## config.mk

```make
export PLATFORM = sky130hd
export DESIGN_NAME = irqcap_unit
export DESIGN_NICKNAME = d
export VERILOG_FILES = /design/src/rtl/irqcap_pkg.sv /design/src/rtl/irqcap_decode.sv /design/src/rtl/irqcap_pending.sv /design/src/rtl/irqcap_erraddr.sv /design/src/rtl/irqcap_rdmux.sv /design/src/rtl/irqcap_unit.sv
export SDC_FILE = /design/constraint.sdc
export NUM_CORES = 1
export LEC_CHECK = 0
export BUFFER_PORTS_ARGS = -buffer_cell sky130_fd_sc_hd__buf_2
export CAP_MARGIN = 20
export CORE_MARGIN = 4
export CORE_UTILIZATION = 31
export DETAILED_ROUTE_END_ITERATION = 16
export MAX_ROUTING_LAYER = met4
export PLACE_DENSITY = 0.55
export SLEW_MARGIN = 30
export SYNTH_ARGS = -nofsm -noshare
export SYNTH_HDL_FRONTEND = slang
export SYNTH_HIERARCHICAL = 1
export SYNTH_SLANG_ARGS = --single-unit
```

## constraint.sdc

```tcl
create_clock -name clk -period 2.83 [get_ports clk]
set_clock_uncertainty 0.05 [all_clocks]
set_input_delay 0.283 -clock clk [delete_from_list [all_inputs] [get_ports clk]]
set_output_delay 0.283 -clock clk [all_outputs]
set_load 0.01 [all_outputs]
```

## src/rtl/irqcap_pkg.sv

```systemverilog
package irqcap_pkg;

    localparam int SRC_N      = 2;
    localparam int SRC_DONE   = 0;
    localparam int SRC_BUSERR = 1;

    localparam int IDX_ERR_LO  = 0;
    localparam int IDX_ERR_HI  = 1;
    localparam int IDX_STAT    = 3;
    localparam int IDX_ENA     = 5;
    localparam int IDX_CLR     = 7;
    localparam int IDX_DEVSTAT = 'h47;

    localparam int           DEV_W         = 8;
    localparam int           DEV_BUSY_BIT  = 7;
    localparam logic [7:0]   DEV_FLAG_MASK = 8'h51;

    typedef logic [SRC_N-1:0] src_vec_t;

    typedef struct packed {
        logic err_lo;
        logic err_hi;
        logic stat;
        logic ena;
        logic clr;
        logic devstat;
    } sel_t;

    function automatic logic dev_ack_ok(input logic [DEV_W-1:0] s);
        return !s[DEV_BUSY_BIT] && (|(s & DEV_FLAG_MASK));
    endfunction

endpackage

```

## src/rtl/irqcap_decode.sv

```systemverilog
module irqcap_decode
    import irqcap_pkg::*;
#(
    parameter int ADDR_W = 8
) (
    input  logic [ADDR_W-1:0] addr,
    output sel_t              sel
);
    always_comb begin
        sel         = '0;
        sel.err_lo  = (addr == ADDR_W'(IDX_ERR_LO));
        sel.err_hi  = (addr == ADDR_W'(IDX_ERR_HI));
        sel.stat    = (addr == ADDR_W'(IDX_STAT));
        sel.ena     = (addr == ADDR_W'(IDX_ENA));
        sel.clr     = (addr == ADDR_W'(IDX_CLR));
        sel.devstat = (addr == ADDR_W'(IDX_DEVSTAT));
    end
endmodule

```

## src/rtl/irqcap_pending.sv

```systemverilog
module irqcap_pending
    import irqcap_pkg::*;
(
    input  logic     clk,
    input  logic     rst,
    input  src_vec_t evt,
    input  src_vec_t clr_mask,
    output src_vec_t pend
);
    for (genvar i = 0; i < SRC_N; i++) begin : g_src
        always_ff @(posedge clk) begin
            if (rst)
                pend[i] <= 1'b0;
            else if (evt[i])
                pend[i] <= 1'b1;
            else if (clr_mask[i])
                pend[i] <= 1'b0;
        end

        AST_EVENT_SETS: assert property (@(posedge clk) disable iff (rst)
            evt[i] |=> pend[i]);
        AST_CLEAR_DROPS: assert property (@(posedge clk) disable iff (rst)
            (clr_mask[i] && !evt[i]) |=> !pend[i]);
        AST_IDLE_KEEPS: assert property (@(posedge clk) disable iff (rst)
            (!clr_mask[i] && !evt[i]) |=> (pend[i] == $past(pend[i])));
    end
endmodule

```

## src/rtl/irqcap_erraddr.sv

```systemverilog
module irqcap_erraddr #(
    parameter int DATA_W = 32,
    localparam int EA_W = 2 * DATA_W
) (
    input  logic              clk,
    input  logic              rst,
    input  logic              err_evt,
    input  logic              slot_free,
    input  logic [EA_W-1:0]   err_addr,
    output logic [DATA_W-1:0] addr_lo,
    output logic [DATA_W-1:0] addr_hi
);
    logic take;
    assign take = err_evt && slot_free;

    always_ff @(posedge clk) begin
        if (rst) begin
            addr_lo <= '0;
            addr_hi <= '0;
        end else if (take) begin
            addr_lo <= err_addr[DATA_W-1:0];
            addr_hi <= err_addr[EA_W-1:DATA_W];
        end
    end

    AST_ADDR_TAKEN: assert property (@(posedge clk) disable iff (rst)
        take |=> ({addr_hi, addr_lo} == $past(err_addr)));
    AST_ADDR_HELD: assert property (@(posedge clk) disable iff (rst)
        !slot_free |=> ($stable(addr_lo) && $stable(addr_hi)));
endmodule

```

## src/rtl/irqcap_rdmux.sv

```systemverilog
module irqcap_rdmux
    import irqcap_pkg::*;
#(
    parameter int DATA_W = 32
) (
    input  logic              clk,
    input  logic              rst,
    input  logic              rd,
    input  sel_t              sel,
    input  src_vec_t          pend,
    input  src_vec_t          ena,
    input  logic [DATA_W-1:0] addr_lo,
    input  logic [DATA_W-1:0] addr_hi,
    input  logic [DEV_W-1:0]  dev_status,
    output logic [DATA_W-1:0] rdata
);
    logic [DATA_W-1:0] rd_next;

    always_comb begin
        rd_next = '0;
        unique case (1'b1)
            sel.err_lo:  rd_next = addr_lo;
            sel.err_hi:  rd_next = addr_hi;
            sel.stat:    rd_next = DATA_W'(pend);
            sel.ena:     rd_next = DATA_W'(ena);
            sel.devstat: rd_next = DATA_W'(dev_status);
            default:     rd_next = '0;
        endcase
    end

    always_ff @(posedge clk) begin
        if (rst)
            rdata <= '0;
        else if (rd)
            rdata <= rd_next;
    end

    AST_UNMAPPED_ZERO: assert property (@(posedge clk) disable iff (rst)
        (rd && !(|sel)) |=> (rdata == '0));
    AST_RDATA_HOLD: assert property (@(posedge clk) disable iff (rst)
        !rd |=> $stable(rdata));
    AST_DEVSTAT_READ: assert property (@(posedge clk) disable iff (rst)
        (rd && sel.devstat) |=> (rdata == DATA_W'($past(dev_status))));
endmodule

```

## src/rtl/irqcap_unit.sv

```systemverilog
module irqcap_unit
    import irqcap_pkg::*;
#(
    parameter int ADDR_W = 8,
    parameter int DATA_W = 32
) (
    input  logic                  clk,
    input  logic                  rst,
    input  logic [ADDR_W-1:0]     reg_addr,
    input  logic                  reg_wr,
    input  logic                  reg_rd,
    input  logic [DATA_W-1:0]     reg_wdata,
    output logic [DATA_W-1:0]     reg_rdata,
    input  logic                  done_evt,
    input  logic                  buserr_evt,
    input  logic [2*DATA_W-1:0]   buserr_addr,
    input  logic [DEV_W-1:0]      dev_status,
    output logic                  irq
);
    sel_t              sel;
    src_vec_t          evt;
    src_vec_t          clr_mask;
    src_vec_t          pend;
    src_vec_t          ena;
    logic              auto_ack;
    logic [DATA_W-1:0] addr_lo;
    logic [DATA_W-1:0] addr_hi;

    irqcap_decode #(.ADDR_W(ADDR_W)) u_dec (
        .addr (reg_addr),
        .sel  (sel)
    );

    assign evt[SRC_DONE]   = done_evt;
    assign evt[SRC_BUSERR] = buserr_evt;

    assign auto_ack = reg_rd && sel.devstat && dev_ack_ok(dev_status);

    always_comb begin
        clr_mask = '0;
        if (reg_wr && sel.clr)
            clr_mask = reg_wdata[SRC_N-1:0];
        if (auto_ack)
            clr_mask = '1;
    end

    irqcap_pending u_pend (
        .clk      (clk),
        .rst      (rst),
        .evt      (evt),
        .clr_mask (clr_mask),
        .pend     (pend)
    );

    always_ff @(posedge clk) begin
        if (rst)
            ena <= '0;
        else if (reg_wr && sel.ena)
            ena <= reg_wdata[SRC_N-1:0];
    end

    irqcap_erraddr #(.DATA_W(DATA_W)) u_ea (
        .clk       (clk),
        .rst       (rst),
        .err_evt   (buserr_evt),
        .slot_free (!pend[SRC_BUSERR] || clr_mask[SRC_BUSERR]),
        .err_addr  (buserr_addr),
        .addr_lo   (addr_lo),
        .addr_hi   (addr_hi)
    );

    irqcap_rdmux #(.DATA_W(DATA_W)) u_rd (
        .clk        (clk),
        .rst        (rst),
        .rd         (reg_rd),
        .sel        (sel),
        .pend       (pend),
        .ena        (ena),
        .addr_lo    (addr_lo),
        .addr_hi    (addr_hi),
        .dev_status (dev_status),
        .rdata      (reg_rdata)
    );

    assign irq = |(pend & ena);

    AST_RESET_QUIET: assert property (@(posedge clk)
        $past(rst) |-> (!irq && (pend == '0) && (ena == '0)));
    AST_IRQ_ON_DONE: assert property (@(posedge clk) disable iff (rst)
        (done_evt && ena[SRC_DONE] && !(reg_wr && sel.ena)) |=> irq);
    AST_AUTO_ACK: assert property (@(posedge clk) disable iff (rst)
        (reg_rd && sel.devstat && !dev_status[DEV_BUSY_BIT]
         && (|(dev_status & DEV_FLAG_MASK)) && !done_evt && !buserr_evt)
        |=> (pend == '0));
    AST_BUSY_NO_ACK: assert property (@(posedge clk) disable iff (rst)
        (reg_rd && sel.devstat && dev_status[DEV_BUSY_BIT] && !reg_wr)
        |=> (pend == $past(pend) | $past(evt)));
endmodule

```

==> results.json <==
{
  "yosysTopAreaCell": "dfxtp_1",
  "dr.pass1.iters": 4,
  "synth.distinct_cells": 32,
  "status": "finished clean",
  "finalMaxSlewViolations": 0,
  "postLayoutCellArea_um2": 5710,
  "clockBufferDepth": 2,
  "rrSetupSlack_ns": 1.40,
  "regArea_um2": 2000,
  "synth_area_leaders": "dfxtp_1 43%, a21bo_1 12%, a21oi_1 7.3%",
  "tightest_slew_ns": 0.560,
  "fin_nets": 694,
  "multi_input_area_um2": 2320,
  "timing.fmax_mhz": 449,
  "cts_buffers": 9,
  "cp-end-kind": "flip-flop",
  "via_per_inst": 5.28,
  "max_slew_margin_pct": 62.6,
  "nFillCells": 1496,
  "synth_top_area_share_pct": 43.0,
  "clock-sinks": 100,
  "min_to": "u_ea/addr_lo[10]$_SDFFE_PP0P_",
  "period_needed_ns": 2.22,
  "portBuffers": 120,
  "cts_tree": "done",
  "dp_hpwl_um": 8460,
  "syn_inst": 482,
  "coreArea_um2": 14600,
  "clockRootBuffer": "clkbuf_16",
  "clk_latency_ns": 0.35,
  "hold_viol": 0,
  "r2r_start": "u_pend/pend[1]$_SDFFE_PP0P_",
  "worstSetupPathType": "in -> reg",
  "start_util_pct": 31.8,
  "rsz0062_at_grt": "no",
  "place_congestion": 0.810,
  "drt_iter0_drc": 283,
  "die_y_um": 131,
  "hp-class": "in -> reg",
  "synth-seq-cells": 100,
  "holdPathStages": 3,
  "crit_fanout": 30,
  "clkTransAtPathRegs_ns": 0.07,
  "grt_max_degree": 67,
  "final_common_cell": "buf_2",
  "grt_first_pass_wirelength_um": 20400,
  "antenna_found_initial": 1,
  "fin_setup_tns_ns": 0,
  "setup_viol": 0,
  "period_share_pct": 78.6,
  "synth_ff_type": "dfxtp_1",
  "synthArstFlopShare_pct": 0,
  "cts-resized-gates": 0,
  "syn_nets": 600,
  "area_growth_pct": 22.7,
  "rr_worst_depth": 5,
  "vias": 4050,
  "wl_per_cell_um": 17.1,
  "layout_common_cells": "118 x buf_2, 100 x dfxtp_1, 68 x nand3_1, 68 x a21oi_1, 58 x a21bo_1",
  "timing.rr.end": "u_ea/addr_lo[14]$_SDFFE_PP0P_",
  "drive_above_1_share_pct": 34.9,
  "fp-row-count": 44,
  "postCtsSetupBuffers": 0,
  "yosys_warnings": 6,
  "vdd_drop_max_uv": 243,
  "drt-total-wl_um": 13100,
  "place_area_um2": 5410,
  "ios": 151,
  "die_w_um": 131,
  "fp.dieArea_um2": 17000,
  "yosysSeqAreaShare_pct": 43.0,
  "required_ns": 3.06,
  "synth_area_um2": 4650,
  "cp-start-kind": "primary input",
  "ctsHoldBuffers": 0,
  "cp.arrival_ns": 2.45,
  "worstHoldStart": "buserr_addr[10]",
  "synth_edf_count": 0,
  "drc": 0,
  "cts_htree_levels": 3,
  "syn_area_per_cell_um2": 9.66,
  "overflow": 0,
  "grt_pass1_vias": 3977,
  "grtUsageTotal_pct": 15.5,
  "p_leak_nw": 2.24,
  "p_per_area_nw_per_um2": 539,
  "cap_violations": 0,
  "ant_nets": 0
}
per-layer routing:
metal,GRT usage (%),part of all wire (%)
met1,21.8,50
met4,5.26,1.2
met5,-,0
met3,3.37,5.9
met2,22.2,43
cell families after synthesis:
group	share of synthesized area (%)
compound gates	34.0
simple gates	15.6
flops	43.0
buf+inv	7.42
registers in the layout, summed over array words and instances (netlist names):
signal / flops
ena: 2
u_ea/addr_hi: 32
u_ea/addr_lo: 32
u_pend/pend: 2
u_rd/rdata: 32
critical path: stages:
cell	delay, ns
buf_2	0.09
or4_1	0.54
nor3_1	0.28
nand3b_1	0.17
o211ai_1	0.34
buf_12	0.25
buf_4	0.24
nand3_1	0.10
a21oi_1	0.15
area by class of cell:
cell class / count / share of cell area (%)
Inverter: 2 / 0.131
Clock inverter: 6 / 1.10
Timing Repair Buffer: 140 / 14.8
Sequential cell: 100 / 35.0
Tap cell: 184 / 4.03
Clock buffer: 10 / 4.18
Antenna cell: 2 / 0.0876
Multi-Input combinational cell: 323 / 40.6
synthesized netlist by cell type (3+ instances only):
cell type	count
a22oi_1	26
a21oi_1	68
buf_2	19
clkbuf_1	18
nand2_1	3
nand2b_1	3
o31ai_2	4
buf_4	4
nand3_1	68
a21bo_1	58
a222oi_1	8
nor2_1	4
buf_6	11
or3b_2	30
o31ai_1	26
a21bo_2	8
buf_1	3
dfxtp_1	100
worst max path at each step:
| stage | startpoint | end | slack, ns | cells after the start |
|---|---|---|---|---|
| after floorplan | reg_addr[5] | u_ea/addr_lo[10]$_SDFFE_PP0P_ | 0.64 | 9 |
| after global placement | reg_addr[5] | u_ea/addr_lo[4]$_SDFFE_PP0P_ | 0.26 | 9 |
| after detailed placement | reg_addr[5] | u_ea/addr_hi[16]$_SDFFE_PP0P_ | 0.27 | 9 |
| after CTS | reg_addr[5] | u_ea/addr_hi[7]$_SDFFE_PP0P_ | 0.61 | 9 |
| after global routing | reg_addr[5] | u_ea/addr_hi[12]$_SDFFE_PP0P_ | 0.42 | 9 |
| final | reg_addr[5] | u_ea/addr_hi[12]$_SDFFE_PP0P_ | 0.61 | 9 |
power breakdown:
group          leakage, nW  internal (W)  total, W  switching [W]
sequential           0.816       0.00146   0.00149      0.0000262
combinational         1.27      0.000148  0.000326       0.000178
clock                0.153      0.000710   0.00126       0.000554
total                 2.24       0.00232   0.00308       0.000758
through the flow:
stage | hold WS [ns] | utilization (%) | worst slack, ns | total power [W] | cells
CTS | 0.114 | 39.0 | 0.606 | 0.00312 | 765
floorplan | 0.302 | - | 0.643 | 0.00172 | 482
finish | 0.127 | 39.0 | 0.605 | 0.00308 | 767
global route | 0.126 | 39.0 | 0.423 | 0.00320 | 766
detailed placement | 0.431 | 36.9 | 0.265 | 0.00185 | 749
global placement | 0.435 | 36.7 | 0.257 | 0.00184 | 747
No activity file was read; power rests on OpenSTA's default activity.
